## src/rtl/trk_pkg.sv

```systemverilog
package trk_pkg;
  typedef enum logic [1:0] {
    RNG_UNDER  = 2'd0,
    RNG_LINEAR = 2'd1,
    RNG_OVER   = 2'd2
  } range_t;
endpackage

```

## src/rtl/trk_step_counter.sv

```systemverilog
module trk_step_counter #(
  parameter int W = 14
) (
  input  logic         clk,
  input  logic         rst,
  input  logic         step,
  input  logic         dir,
  output logic [W-1:0] count,
  output logic         moved
);
  localparam logic [W-1:0] TOP  = '1;
  localparam logic [W-1:0] BOT  = '0;
  localparam logic [W-1:0] ONE  = W'(1);
  localparam logic [W-1:0] MIDV = W'(1) << (W - 1);

  logic can_up, can_dn;
  assign can_up = (count != TOP);
  assign can_dn = (count != BOT);

  always_ff @(posedge clk) begin
    if (rst) begin
      count <= MIDV;
      moved <= 1'b0;
    end else begin
      moved <= 1'b0;
      if (step) begin
        if (dir && can_up) begin
          count <= count + ONE;
          moved <= 1'b1;
        end else if (!dir && can_dn) begin
          count <= count - ONE;
          moved <= 1'b1;
        end
      end
    end
  end
endmodule

```

## src/rtl/trk_range_decode.sv

```systemverilog
module trk_range_decode
  import trk_pkg::*;
#(
  parameter int W = 14
) (
  input  logic [W-1:0] count,
  output logic [W-2:0] disp,
  output logic         sign,
  output logic         over,
  output logic         under,
  output logic         nul
);
  localparam logic [W-1:0] QTR   = W'(1) << (W - 2);
  localparam logic [W-1:0] MIDV  = W'(1) << (W - 1);
  localparam logic [W-1:0] HI_TH = MIDV + QTR;

  range_t       rng;
  logic [W-1:0] offs;

  always_comb begin
    if (count < QTR)         rng = RNG_UNDER;
    else if (count >= HI_TH) rng = RNG_OVER;
    else                     rng = RNG_LINEAR;
  end

  assign offs = count - QTR;

  always_comb begin
    unique case (rng)
      RNG_UNDER: disp = '0;
      RNG_OVER:  disp = '1;
      default:   disp = offs[W-2:0];
    endcase
  end

  assign over  = (rng == RNG_OVER);
  assign under = (rng == RNG_UNDER);
  assign sign  = ~count[W-1];
  assign nul   = (count == MIDV);
endmodule

```

## src/rtl/trk_counter_top.sv

```systemverilog
module trk_counter_top #(
  parameter int W = 14
) (
  input  logic         clk,
  input  logic         rst,
  input  logic         step_i,
  input  logic         dir_i,
  output logic [W-1:0] count_o,
  output logic [W-2:0] disp_o,
  output logic         sign_o,
  output logic         over_o,
  output logic         under_o,
  output logic         null_o,
  output logic         step_o
);
  logic [W-1:0] cnt;

  trk_step_counter #(.W(W)) i_cnt (
    .clk   (clk),
    .rst   (rst),
    .step  (step_i),
    .dir   (dir_i),
    .count (cnt),
    .moved (step_o)
  );

  trk_range_decode #(.W(W)) i_dec (
    .count (cnt),
    .disp  (disp_o),
    .sign  (sign_o),
    .over  (over_o),
    .under (under_o),
    .nul   (null_o)
  );

  assign count_o = cnt;
endmodule

```

## config.mk

```make
export PLATFORM = sky130hd
export DESIGN_NAME = trk_counter_top
export DESIGN_NICKNAME = d
export VERILOG_FILES = /design/src/rtl/trk_pkg.sv /design/src/rtl/trk_step_counter.sv /design/src/rtl/trk_range_decode.sv /design/src/rtl/trk_counter_top.sv
export SDC_FILE = /design/constraint.sdc
export NUM_CORES = 1
export LEC_CHECK = 0
export CAP_MARGIN = 10
export CORE_ASPECT_RATIO = 0.9
export CORE_MARGIN = 2
export CORE_UTILIZATION = 37
export CTS_BUF_LIST = sky130_fd_sc_hd__clkbuf_8
export CTS_CLUSTER_SIZE = 24
export DETAILED_ROUTE_END_ITERATION = 7
export GPL_ROUTABILITY_DRIVEN = 0
export GPL_TIMING_DRIVEN = 0
export SKIP_CTS_REPAIR_TIMING = 1
export SLEW_MARGIN = 20
export SYNTH_ARGS = -nofsm -noshare
export SYNTH_HDL_FRONTEND = slang
export SYNTH_SLANG_ARGS = --single-unit
```

## constraint.sdc

```tcl
create_clock -name clk -period 3.54 [get_ports clk]
set_input_delay 0.354 -clock clk [delete_from_list [all_inputs] [get_ports clk]]
set_output_delay 0.354 -clock clk [all_outputs]
set_load 0.05 [all_outputs]
```

==> results of run 1 <==
-- cell usage after synthesis, drive strengths merged (2+ instances only) --
cell,n
nand3b,2
buf,3
mux2i,2
nor4b,3
dfxtp,15
nor4,4
o21ai,12
nor2,13
clkbuf,3
nand2,35
xnor2,3
nand4,3
a21oi,16
a31oi,2
a211oi,2
a21o,3
nor2b,2
nand3,10
ha,17
nor3,4
or3,4
nand2b,2
xor2,2
inv,10
-- through the flow --
step | TNS (ns) | setup WS, ns | cells
detailed placement | -0.3028 | -0.3028 | 270
global placement | -0.2406 | -0.2406 | 270
CTS | -0.3272 | -0.3272 | 274
floorplan | 0 | 0.02471 | 189
global route | 0 | 0.06864 | 277
finish | 0 | 0.2193 | 277
-- registers in the layout, indices dropped and copies added, names as in the netlist --
name and cells:
i_cnt.count 14, i_cnt.moved 1
-- area by class of cell --
cell class / count / area share
Clock buffer: 3 / 0.02178
Sequential cell: 15 / 0.1584
Inverter: 10 / 0.02178
Buffer: 6 / 0.01650
Timing Repair Buffer: 38 / 0.1967
Tap cell: 46 / 0.03036
Multi-Input combinational cell: 158 / 0.5518
Clock inverter: 1 / 0.002640
-- per-layer routing --
metal / part of all wire / wire length, µm / track usage
met2: 0.44 / 1832 / 0.3101
met4: 0.010 / 41 / 0.07108
met3: 0.044 / 181 / 0.02742
met1: 0.50 / 2063 / 0.2712
met5: 0 / 0 / 0
-- layout by cell type, fill, tap and decap left out, drive strengths merged, types with 2 or more instances in the layout --
| master | Yosys | final |
|---|---|---|
| a21o | 3 | 3 |
| nor4b | 3 | 3 |
| nand3b | 2 | 2 |
| dfxtp | 15 | 15 |
| nor4 | 4 | 4 |
| mux2i | 2 | 2 |
| nand2 | 35 | 35 |
| clkdlybuf4s50 | 0 | 35 |
| o21ai | 12 | 12 |
| a211oi | 2 | 2 |
| nand4 | 3 | 3 |
| a21oi | 16 | 16 |
| clkbuf | 3 | 6 |
| nand2b | 2 | 2 |
| inv | 10 | 9 |
| nor2b | 2 | 2 |
| ha | 17 | 17 |
| nor3 | 4 | 4 |
| or3 | 4 | 4 |
| nor2 | 13 | 13 |
| a31oi | 2 | 2 |
| xor2 | 2 | 2 |
| nand3 | 10 | 10 |
| xnor2 | 3 | 3 |
| buf | 3 | 6 |
-- cells by family after synthesis --
group,synth area share
XOR/XNOR,0.03109
multiplexers,0.01421
buffers and inverters,0.04884
flip-flops,0.2131
AO/OA/AOI/OAI,0.2265
AND/OR/NAND/NOR,0.3011
adder cells (fa/ha/maj),0.1652
-- power groups by stage --
stage	Sequential (mW)	Clock [mW]	Combinational, mW
after floorplan	0.288	0	0.336
after global placement	0.229	0	0.557
after detailed placement	0.230	0	0.562
after CTS	0.226	0.155	0.565
after global routing	0.230	0.166	0.611
final	0.226	0.151	0.572
-- critical path: stages (launching register included) --
cell        delay (ns)
dfxtp_1           0.48
ha_1              0.20
nand4_1           0.12
o41a_4            0.52
clkinvlp_4        0.15
buf_4             0.13
ha_1              0.27
a21o_1            0.20
a221o_1           0.40
a2111oi_2         0.49
or3_1             0.18
nand3_1           0.06
-- worst min path at each step --
stage               slack, ns            from         endpoint
floorplan                0.62             rst  i_cnt.count[12]
global placement         0.53  i_cnt.count[6]   i_cnt.count[6]
detailed placement       0.54  i_cnt.count[6]   i_cnt.count[6]
CTS                      0.55  i_cnt.count[6]   i_cnt.count[6]
global route             0.58  i_cnt.count[6]   i_cnt.count[6]
finish                   0.55  i_cnt.count[6]   i_cnt.count[6]
==> qor.txt, run 1 <==
Main area contributors after synthesis = dfxtp_1 21%, ha_1 15%, nand2_1 9.3%
CTS H-tree lvls = 1
Cell Area, Placed = 0.001817 mm²
Total Nets Final = 254
Data arrival, critical path = 3.47 ns
Area of the multi-input gates = 0.001046 mm²
Layout cells sized above 1 = 0.07359
DP HPWL = 3071 µm
Ant. Diodes = 0
Final Util = 0.5153
Pint = 0.4650 mW
CP Capture Type = flip-flop
Reg2Reg Depth = 11
RSZ-0062 raised after global routing = false
Post-Syn Instances = 189
Die Y = 62.54 µm
Synthesized net count = 211
Final Total Pwr = 0.9481 mW
MaxCap Viol Count = 0
Routed len/inst = 14.87 µm
Number of global-route vias before repair = 1422
TritonCTS Buffers = 3
First-pass GRT wire length = 6858 µm
Port bufs = 35
Antenna Nets Post-Route = 0
TritonCTS clock tree = yes
Synth top area share = 0.2131
Relative slew slack = 0.6582
Final hold viol count = 0
Clk_lat worst skew = 0.26 ns
CP required = 3.69 ns
Slew Viols, Final = 0
Initial DRC Count = 71
Worst setup SP type = flip-flop
# DRC = 0
Crit path launch = i_cnt.count[12]
Total core area = 0.003679 mm²
Finished Cell Area = 0.001896 mm²
Initial core utilization = 0.3830
Register Area = 300.3 µm²
WL final = 4119 µm
Worst Hold Slack = 0.5455 ns
Syn_area_per_cell = 7.454 µm²
Crit Path Class = reg2reg
Cell variety after synth = 45
Clock Path Buffers = 2
Leakage power = 0.8150 nW
Root buffer cell = clkbuf_8
Initial antenna violation count = 0
IO Pins = 36
VDD IR-drop max = 162.8 µV
Net Sw Frac = 0.5095
Reg-to-reg slack, setup = 0.22 ns
Clock Power Share = 0.159
Post-route clock period utilization = 0.9381
Crit Path Max Fanout = 7
Mapped Area = 0.001409 mm²
Filler cell count = 382
Number of enable flip-flop cells after synthesis = 0
DRT Pass-1 Iters = 4
Reg2Reg Launch Point = i_cnt.count[12]
Total GRT Usage = 0.1959
RR Endpoint = i_cnt.count[12]
Synth async-reset ratio = 0
Combinational power share = 0.603
GRT overflow = 0
Cell taking the most area after synthesis = dfxtp_1
Synth warn = 0
Power density cells = 500.1 mW/mm²
CTS clk-pin slew, worst paths = 0.08 ns
Register bit count reported by yosys = 15
NetSw = 0.4831 mW
Worst-Margin Slew = 0.5111 ns
CTS Sinks = 15
Final setup viols = 0
Worst Hold Class = reg2reg
Total Die Area = 0.004318 mm²
Skew final = 0.01079 ns
Vias/cell = 5.412
P&R area growth vs syn = 34.55%
DR vias = 1499
Worst setup path end = i_cnt.count[12]
Largest net degree at the start of global routing = 15
Reg power frac = 0.238
Post-synthesis sequential area ratio = 0.2131
Status = completed
Ys flop type = dfxtp_1
Width of the die = 69.05 µm
Min cycle time layout = 3.321 ns
Max Fclk = 301.1 MHz
Row cnt = 21
Hold Crit Depth = 2
No activity file was read; power rests on OpenSTA's default activity.
==> inputs of run 2 (changes only) <==
--- a/config.mk
+++ b/config.mk
@@ -8,12 +8,13 @@
 export CAP_MARGIN = 10
 export CORE_ASPECT_RATIO = 0.9
 export CORE_MARGIN = 2
-export CORE_UTILIZATION = 37
+export CORE_UTILIZATION = 51
 export CTS_BUF_LIST = sky130_fd_sc_hd__clkbuf_8
 export CTS_CLUSTER_SIZE = 24
 export DETAILED_ROUTE_END_ITERATION = 7
 export GPL_ROUTABILITY_DRIVEN = 0
 export GPL_TIMING_DRIVEN = 0
+export PLACE_DENSITY = 0.83
 export SKIP_CTS_REPAIR_TIMING = 1
 export SLEW_MARGIN = 20
 export SYNTH_ARGS = -nofsm -noshare
==> run 2 against run 1 <==
  * First-iteration DRC count increased by 24%
  * Clock-buffer cell count unchanged
  * Combinational power about the same
  * Final area decreased by 1.5%
  * Clock power decreased by 4%
  * Core utilization increased by 18 points
  * Cell count decreased by 6.1%
  * Total power decreased by 0.47%
  * Global-route usage increased by 7.8 points
  * Critical path type unchanged
  * Largest cell class unchanged
  * Largest power group unchanged
==> qor.txt, run 2 (same netlist as run 1, synthesis figures left out) <==
Status = completed (unchanged)
Final Total Pwr = 0.9436 mW (was 0.9481 mW)
Crit path launch = i_cnt.count[12] (unchanged)
Biggest regs = i_cnt.count: 14 flops, i_cnt.moved: 1 flops (unchanged)
Post-route clock period utilization = 0.9276 (was 0.9381)
Area of the multi-input gates = 0.001046 mm² (unchanged)
IO Pins = 36 (unchanged)
CTS Sinks = 15 (unchanged)
Data arrival, critical path = 3.43 ns (was 3.47 ns)
GRT overflow = 0 (unchanged)
Worst-Margin Slew = 0.5020 ns (was 0.5111 ns)
Relative slew slack = 0.6643 (was 0.6582)
First-pass GRT wire length = 6582 µm (was 6858 µm)
VDD IR-drop max = 296.0 µV (was 162.8 µV)
RR Endpoint = i_cnt.count[12] (unchanged)
CP required = 3.69 ns (about the same)
Crit Path Max Fanout = 9 (was 7)
Ant. Diodes = 0 (unchanged)
Largest net degree at the start of global routing = 15 (unchanged)
Vias/cell = 6.108 (was 5.412)
MaxCap Viol Count = 0 (unchanged)
Final hold viol count = 0 (unchanged)
Worst setup path end = i_cnt.count[12] (unchanged)
Die Y = 53.86 µm (was 62.54 µm)
Port bufs = 35 (unchanged)
Skew final = 0.006494 ns (was 0.01079 ns)
Leakage power = 0.8116 nW (was 0.8150 nW)
Total Die Area = 0.003199 mm² (was 0.004318 mm²)
Largest register FFs = 14 (unchanged)
Dpl ws = -0.2573 ns (was -0.3028 ns)
Initial antenna violation count = 0 (unchanged)
CP cell instances = ha_1, nand4_1, o41a_4, clkinvlp_4, buf_4, ha_1, nand2_1, inv_1, a221o_1, a2111oi_2, or3_1, nand3_1 (was ha_1, nand4_1, o41a_4, clkinvlp_4, buf_4, ha_1, a21o_1, a221o_1, a2111oi_2, or3_1, nand3_1)
Max Fclk = 304.5 MHz (was 301.1 MHz)
P&R area growth vs syn = 32.50% (was 34.55%)
DR vias = 1588 (was 1499)
WL met3 = 264 µm (was 181 µm)
# DRC = 0 (unchanged)
Total core area = 0.002680 mm² (was 0.003679 mm²)
DP HPWL = 2994 µm (was 3071 µm)
TritonCTS clock tree = yes (unchanged)
Slew Viols, Final = 0 (unchanged)
Crit Path Class = reg2reg (unchanged)
Reg2Reg Depth = 12 (was 11)
CP max stage cell = o41a_4 (unchanged)
DRT Pass-1 Iters = 4 (unchanged)
Hold Crit Depth = 2 (unchanged)
Register Area = 300.3 µm² (unchanged)
Reg-to-reg slack, setup = 0.26 ns (was 0.22 ns)
Worst setup SP type = flip-flop (unchanged)
Worst Hold Class = reg2reg (unchanged)
CP top delay family = compound AO/OA/AOI/OAI gates (unchanged)
Uppermost layer routed = met4 (unchanged)
Row cnt = 18 (was 21)
Antenna Nets Post-Route = 0 (unchanged)
TritonCTS Buffers = 3 (unchanged)
Register with the most flip-flops = i_cnt.count (unchanged)
Layout cells sized above 1 = 0.06522 (was 0.07359)
Most frequent cells in the layout = 35 x nand2_1, 35 x clkdlybuf4s50_1, 17 x ha_1 (unchanged)
Routed len/inst = 15.61 µm (was 14.87 µm)
Cell repeated most along the worst path = ha_1 (unchanged)
Clock Path Buffers = 2 (unchanged)
CP Capture Type = flip-flop (unchanged)
Width of the die = 59.40 µm (was 69.05 µm)
Total Nets Final = 253 (was 254)
RSZ-0062 raised after global routing = false (unchanged)
Metal-1 WL = 1870 µm (was 2063 µm)
Root buffer cell = clkbuf_8 (unchanged)
Clk_lat worst skew = 0.26 ns (about the same)
Met2 WL post-DR = 1879 µm (was 1832 µm)
CTS H-tree lvls = 1 (unchanged)
WL final = 4059 µm (was 4119 µm)
Buf/Inv on CP = 3 (was 2)
Initial core utilization = 0.5257 (was 0.3830)
Stages on worst setup path = 12 (was 11)
Critical path's largest stage delay = 0.52 ns (about the same)
Filler cell count = 221 (was 382)
Reg2Reg Launch Point = i_cnt.count[12] (unchanged)
Final worst setup slack = 0.2563 ns (was 0.2193 ns)
Number of global-route vias before repair = 1405 (was 1422)
Total GRT Usage = 0.2736 (was 0.1959)
Final setup viols = 0 (unchanged)
Worst Hold Slack = 0.5533 ns (was 0.5455 ns)
Power density cells = 505.5 mW/mm² (was 500.1 mW/mm²)
CTS clk-pin slew, worst paths = 0.07 ns (was 0.08 ns)
Min cycle time layout = 3.284 ns (was 3.321 ns)
Initial DRC Count = 88 (was 71)
[run 2: changes by cell type in the layout (fill, tap and decap cells not counted), sizes merged]
cell,previous run,this run
clkinv,1,0
inv,9,10
buf,6,5
[run 2: worst min path at each step]
stage | to | from
floorplan | i_cnt.count[12] | rst
global route | i_cnt.count[7] | i_cnt.count[7]
finish | i_cnt.count[9] | i_cnt.count[9]
detailed placement | i_cnt.count[7] | i_cnt.count[7]
CTS | i_cnt.count[7] | i_cnt.count[7]
global placement | i_cnt.count[10] | i_cnt.count[10]
[run 2: worst register-to-register path, delay by kind of cell (launching register included)]
family	cells	cell delay (ns)
AND/OR/NAND/NOR	4	0.45
AO/OA/AOI/OAI	3	1.34
adder cells (fa/ha/maj)	2	0.50
flip-flops	1	0.46
buffers and inverters	3	0.40
[run 2: metrics by stage]
stage,TNS (ns),util,area (µm²),instances
2_1_floorplan,0,-,1409,189
3_3_place_gp,-0.1468,0.6704,1797,254
3_5_place_dp,-0.2573,0.6704,1797,254
4_1_cts,-0.2552,0.6872,1842,258
5_1_grt,0,0.6965,1867,260
6_report,0,0.6965,1867,260
[run 2: per-layer routing]
layer | track usage | vias up
met5 | 0 | -
met4 | 0.1250 | 0
met3 | 0.04087 | 5
met2 | 0.4286 | 56
met1 | 0.3698 | 754
li1 | - | 773
[run 2: where the power goes]
| part | switching, mW | internal (mW) | leakage, nW |
|---|---|---|---|
| registers | 0.0356 | 0.189 | 0.124 |
| logic | 0.377 | 0.197 | 0.661 |
| clock network | 0.0676 | 0.0771 | 0.0269 |
[run 2: layout make-up]
| cell class | instances | area share |
|---|---|---|
| multi-input combinational | 158 | 0.5603 |
| timing repair buffer | 37 | 0.1957 |
| sequential | 15 | 0.1609 |
| clock buffer | 3 | 0.02212 |
| inverter | 10 | 0.02212 |
| tap | 30 | 0.02011 |
| buffer | 6 | 0.01676 |
| clock inverter | 1 | 0.002011 |
==> inputs of run 3 (changes only) <==
--- a/config.mk
+++ b/config.mk
@@ -8,14 +8,13 @@
 export CAP_MARGIN = 10
 export CORE_ASPECT_RATIO = 0.9
 export CORE_MARGIN = 2
-export CORE_UTILIZATION = 51
+export CORE_UTILIZATION = 55
 export CTS_BUF_LIST = sky130_fd_sc_hd__clkbuf_8
 export CTS_CLUSTER_SIZE = 24
 export DETAILED_ROUTE_END_ITERATION = 7
 export GPL_ROUTABILITY_DRIVEN = 0
 export GPL_TIMING_DRIVEN = 0
-export PLACE_DENSITY = 0.83
-export SKIP_CTS_REPAIR_TIMING = 1
+export PLACE_DENSITY = 0.88
 export SLEW_MARGIN = 20
 export SYNTH_ARGS = -nofsm -noshare
 export SYNTH_HDL_FRONTEND = slang
==> constraint.sdc (replaced) <==
create_clock -name clk -period 4.1 [get_ports clk]
set_input_delay 0.41 -clock clk [delete_from_list [all_inputs] [get_ports clk]]
set_output_delay 0.41 -clock clk [all_outputs]
set_load 0.05 [all_outputs]
==> run 3 against run 2 <==
  * Final area decreased by 1.4%
  * Clock-buffer cell count unchanged
  * Sequential cell count unchanged
  * Worst hold slack improved by 0.0025 ns
  * Via count increased by 0.82%
  * Clock power decreased by 9.7%
  * First-iteration DRC count increased by 1.1%
  * Clock skew decreased by 0.0035 ns
  * Die area decreased by 6.8%
  * Core utilization increased by 5.6 points
==> qor.txt, run 3 (same netlist as run 1, synthesis figures left out) <==
Cts hold-fix bufs = 0
MaxCap Viol Count = 0 (unchanged)
DP HPWL = 3000 µm (was 2994 µm)
Relative slew slack = 0.4773 (was 0.6643)
Filler cell count = 180 (was 221)
VDD IR-drop max = 356.7 µV (was 296.0 µV)
Cell repeated most along the worst path = ha_1 (unchanged)
CP cell instances = ha_1, nand4_1, o41a_4, inv_1, ha_1, o21ai_0, a21oi_1, a221o_1, a2111oi_0, or3_1, nand3_1 (was ha_1, nand4_1, o41a_4, clkinvlp_4, buf_4, ha_1, nand2_1, inv_1, a221o_1, a2111oi_2, or3_1, nand3_1)
Root buffer cell = clkbuf_8 (unchanged)
Reg2Reg Launch Point = i_cnt.count[13] (was i_cnt.count[12])
Most frequent cells in the layout = 35 x nand2_1, 35 x clkdlybuf4s50_1, 17 x ha_1 (unchanged)
DRT Pass-1 Iters = 4 (unchanged)
Total Die Area = 0.002983 mm² (was 0.003199 mm²)
Width of the die = 57.35 µm (was 59.40 µm)
Post-CTS setup buffers = 0
Final hold viol count = 0 (unchanged)
Vias/cell = 6.254 (was 6.108)
Max Fclk = 255.0 MHz (was 304.5 MHz)
Min cycle time layout = 3.921 ns (was 3.284 ns)
Clk_lat worst skew = 0.26 ns (about the same)
Number of global-route vias before repair = 1433 (was 1405)
Total Nets Final = 251 (was 253)
TritonCTS clock tree = yes (unchanged)
Skew final = 0.003022 ns (was 0.006494 ns)
Buf/Inv on CP = 1 (was 3)
Largest net degree at the start of global routing = 15 (unchanged)
Port bufs = 35 (unchanged)
TritonCTS Buffers = 3 (unchanged)
Final Util = 0.7524 (was 0.6965)
RSZ-0062 raised after global routing = false (unchanged)
Critical path's largest stage delay = 0.74 ns (was 0.52 ns)
Worst setup SP type = flip-flop (unchanged)
GRT overflow = 0 (unchanged)
Ant. Diodes = 0 (unchanged)
Hold Crit Depth = 2 (unchanged)
Register with the most flip-flops = i_cnt.count (unchanged)
Leakage power = 0.8039 nW (was 0.8116 nW)
Initial antenna violation count = 0 (unchanged)
Final Total Pwr = 0.8160 mW (was 0.9436 mW)
Largest register FFs = 14 (unchanged)
Biggest regs = i_cnt.count: 14 flops, i_cnt.moved: 1 flops (unchanged)
Worst Hold Class = reg2reg (unchanged)
First-pass GRT wire length = 6541 µm (was 6582 µm)
Status = completed (unchanged)
IO Pins = 36 (unchanged)
P&R area growth vs syn = 30.64% (was 32.50%)
Initial DRC Count = 89 (was 88)
Total core area = 0.002446 mm² (was 0.002680 mm²)
Post-CTS sizing = 0
Data arrival, critical path = 4.06 ns (was 3.43 ns)
Hold Path End = i_cnt.count[6] (was i_cnt.count[9])
TNS Setup = 0 ns (unchanged)
RR Endpoint = i_cnt.count[12] (unchanged)
CTS H-tree lvls = 1 (unchanged)
Antenna Nets Post-Route = 0 (unchanged)
CP required = 4.24 ns (was 3.69 ns)
CP top delay family = compound AO/OA/AOI/OAI gates (unchanged)
CTS clk-pin slew, worst paths = 0.07 ns (about the same)
Power density cells = 443.4 mW/mm² (was 505.5 mW/mm²)
Initial core utilization = 0.5760 (was 0.5257)
Worst min-delay path startpoint = i_cnt.count[6] (was i_cnt.count[9])
Slew Viols, Final = 0 (unchanged)
Die Y = 52.02 µm (was 53.86 µm)
Routed len/inst = 15.79 µm (was 15.61 µm)
WL final = 4041 µm (was 4059 µm)
Final setup viols = 0 (unchanged)
Reg-to-reg slack, setup = 0.18 ns (was 0.26 ns)
Clock Path Buffers = 2 (unchanged)
Post-route clock period utilization = 0.9564 (was 0.9276)
Layout cells sized above 1 = 0.05263 (was 0.06522)
CP Capture Type = flip-flop (unchanged)
Crit Path Max Fanout = 14 (was 9)
DR vias = 1601 (was 1588)
Finished Cell Area = 0.001841 mm² (was 0.001867 mm²)
CTS Sinks = 15 (unchanged)
Crit Path Class = reg2reg (unchanged)
Row cnt = 17 (was 18)
Total GRT Usage = 0.2841 (was 0.2736)
# DRC = 0 (unchanged)
Worst-Margin Slew = 0.7643 ns (was 0.5020 ns)
Reg2Reg Depth = 11 (was 12)
CP max stage cell = a2111oi_0 (was o41a_4)
Cell Area, Placed = 0.001794 mm² (was 0.001797 mm²)
[run 3: metal layers]
metal	part of all wire	GRT usage	wire, µm
met3	0.084	0.05473	338
met4	0.025	0.1279	101
met1	0.42	0.3591	1707
met2	0.47	0.4678	1893
met5	0	0	0
[run 3: per-stage QoR]
| stage | worst slack (ns) | hold slack (ns) | std cells |
|---|---|---|---|
| floorplan | 0.5847 | 0.6768 | 189 |
| global placement | 0.4096 | 0.5231 | 252 |
| detailed placement | 0.2875 | 0.5355 | 252 |
| CTS | 0.2647 | 0.5468 | 256 |
| global route | 0.04079 | 0.5822 | 256 |
| finish | 0.1788 | 0.5558 | 256 |
[run 3: worst register-to-register path, cell delays in order (launching register included)]
cell       delay, ns
dfxtp_1         0.47
ha_1            0.21
nand4_1         0.12
o41a_4          0.51
inv_1           0.41
ha_1            0.39
o21ai_0         0.19
a21oi_1         0.10
a221o_1         0.39
a2111oi_0       0.74
or3_1           0.21
nand3_1         0.07
[run 3: final cells by class]
type / count / area (µm²) / share of cell area
Buffer: 6 / 31.28 / 0.01700
Clock inverter: 1 / 5.005 / 0.002719
Tap cell: 28 / 35.03 / 0.01903
Sequential cell: 15 / 300.3 / 0.1632
Clock buffer: 3 / 41.29 / 0.02243
Inverter: 10 / 37.54 / 0.02039
Timing Repair Buffer: 35 / 350.3 / 0.1903
Multi-Input combinational cell: 158 / 1040 / 0.5649
[run 3: how the worst max path moves through the flow]
stage                     slack (ns)              end  cells after the start            start
final                           0.18  i_cnt.count[12]                     11  i_cnt.count[13]
after global routing            0.04  i_cnt.count[12]                     11  i_cnt.count[12]
after CTS                       0.26  i_cnt.count[12]                     11  i_cnt.count[13]
after detailed placement        0.29  i_cnt.count[12]                     11  i_cnt.count[12]
after global placement          0.41  i_cnt.count[12]                     11  i_cnt.count[12]
after floorplan                 0.58  i_cnt.count[12]                     11  i_cnt.count[13]
[run 3: power breakdown]
part,total (mW),switching (mW),internal (mW)
registers,0.194,0.0310,0.163
logic,0.490,0.323,0.167
clock network,0.131,0.0639,0.0676
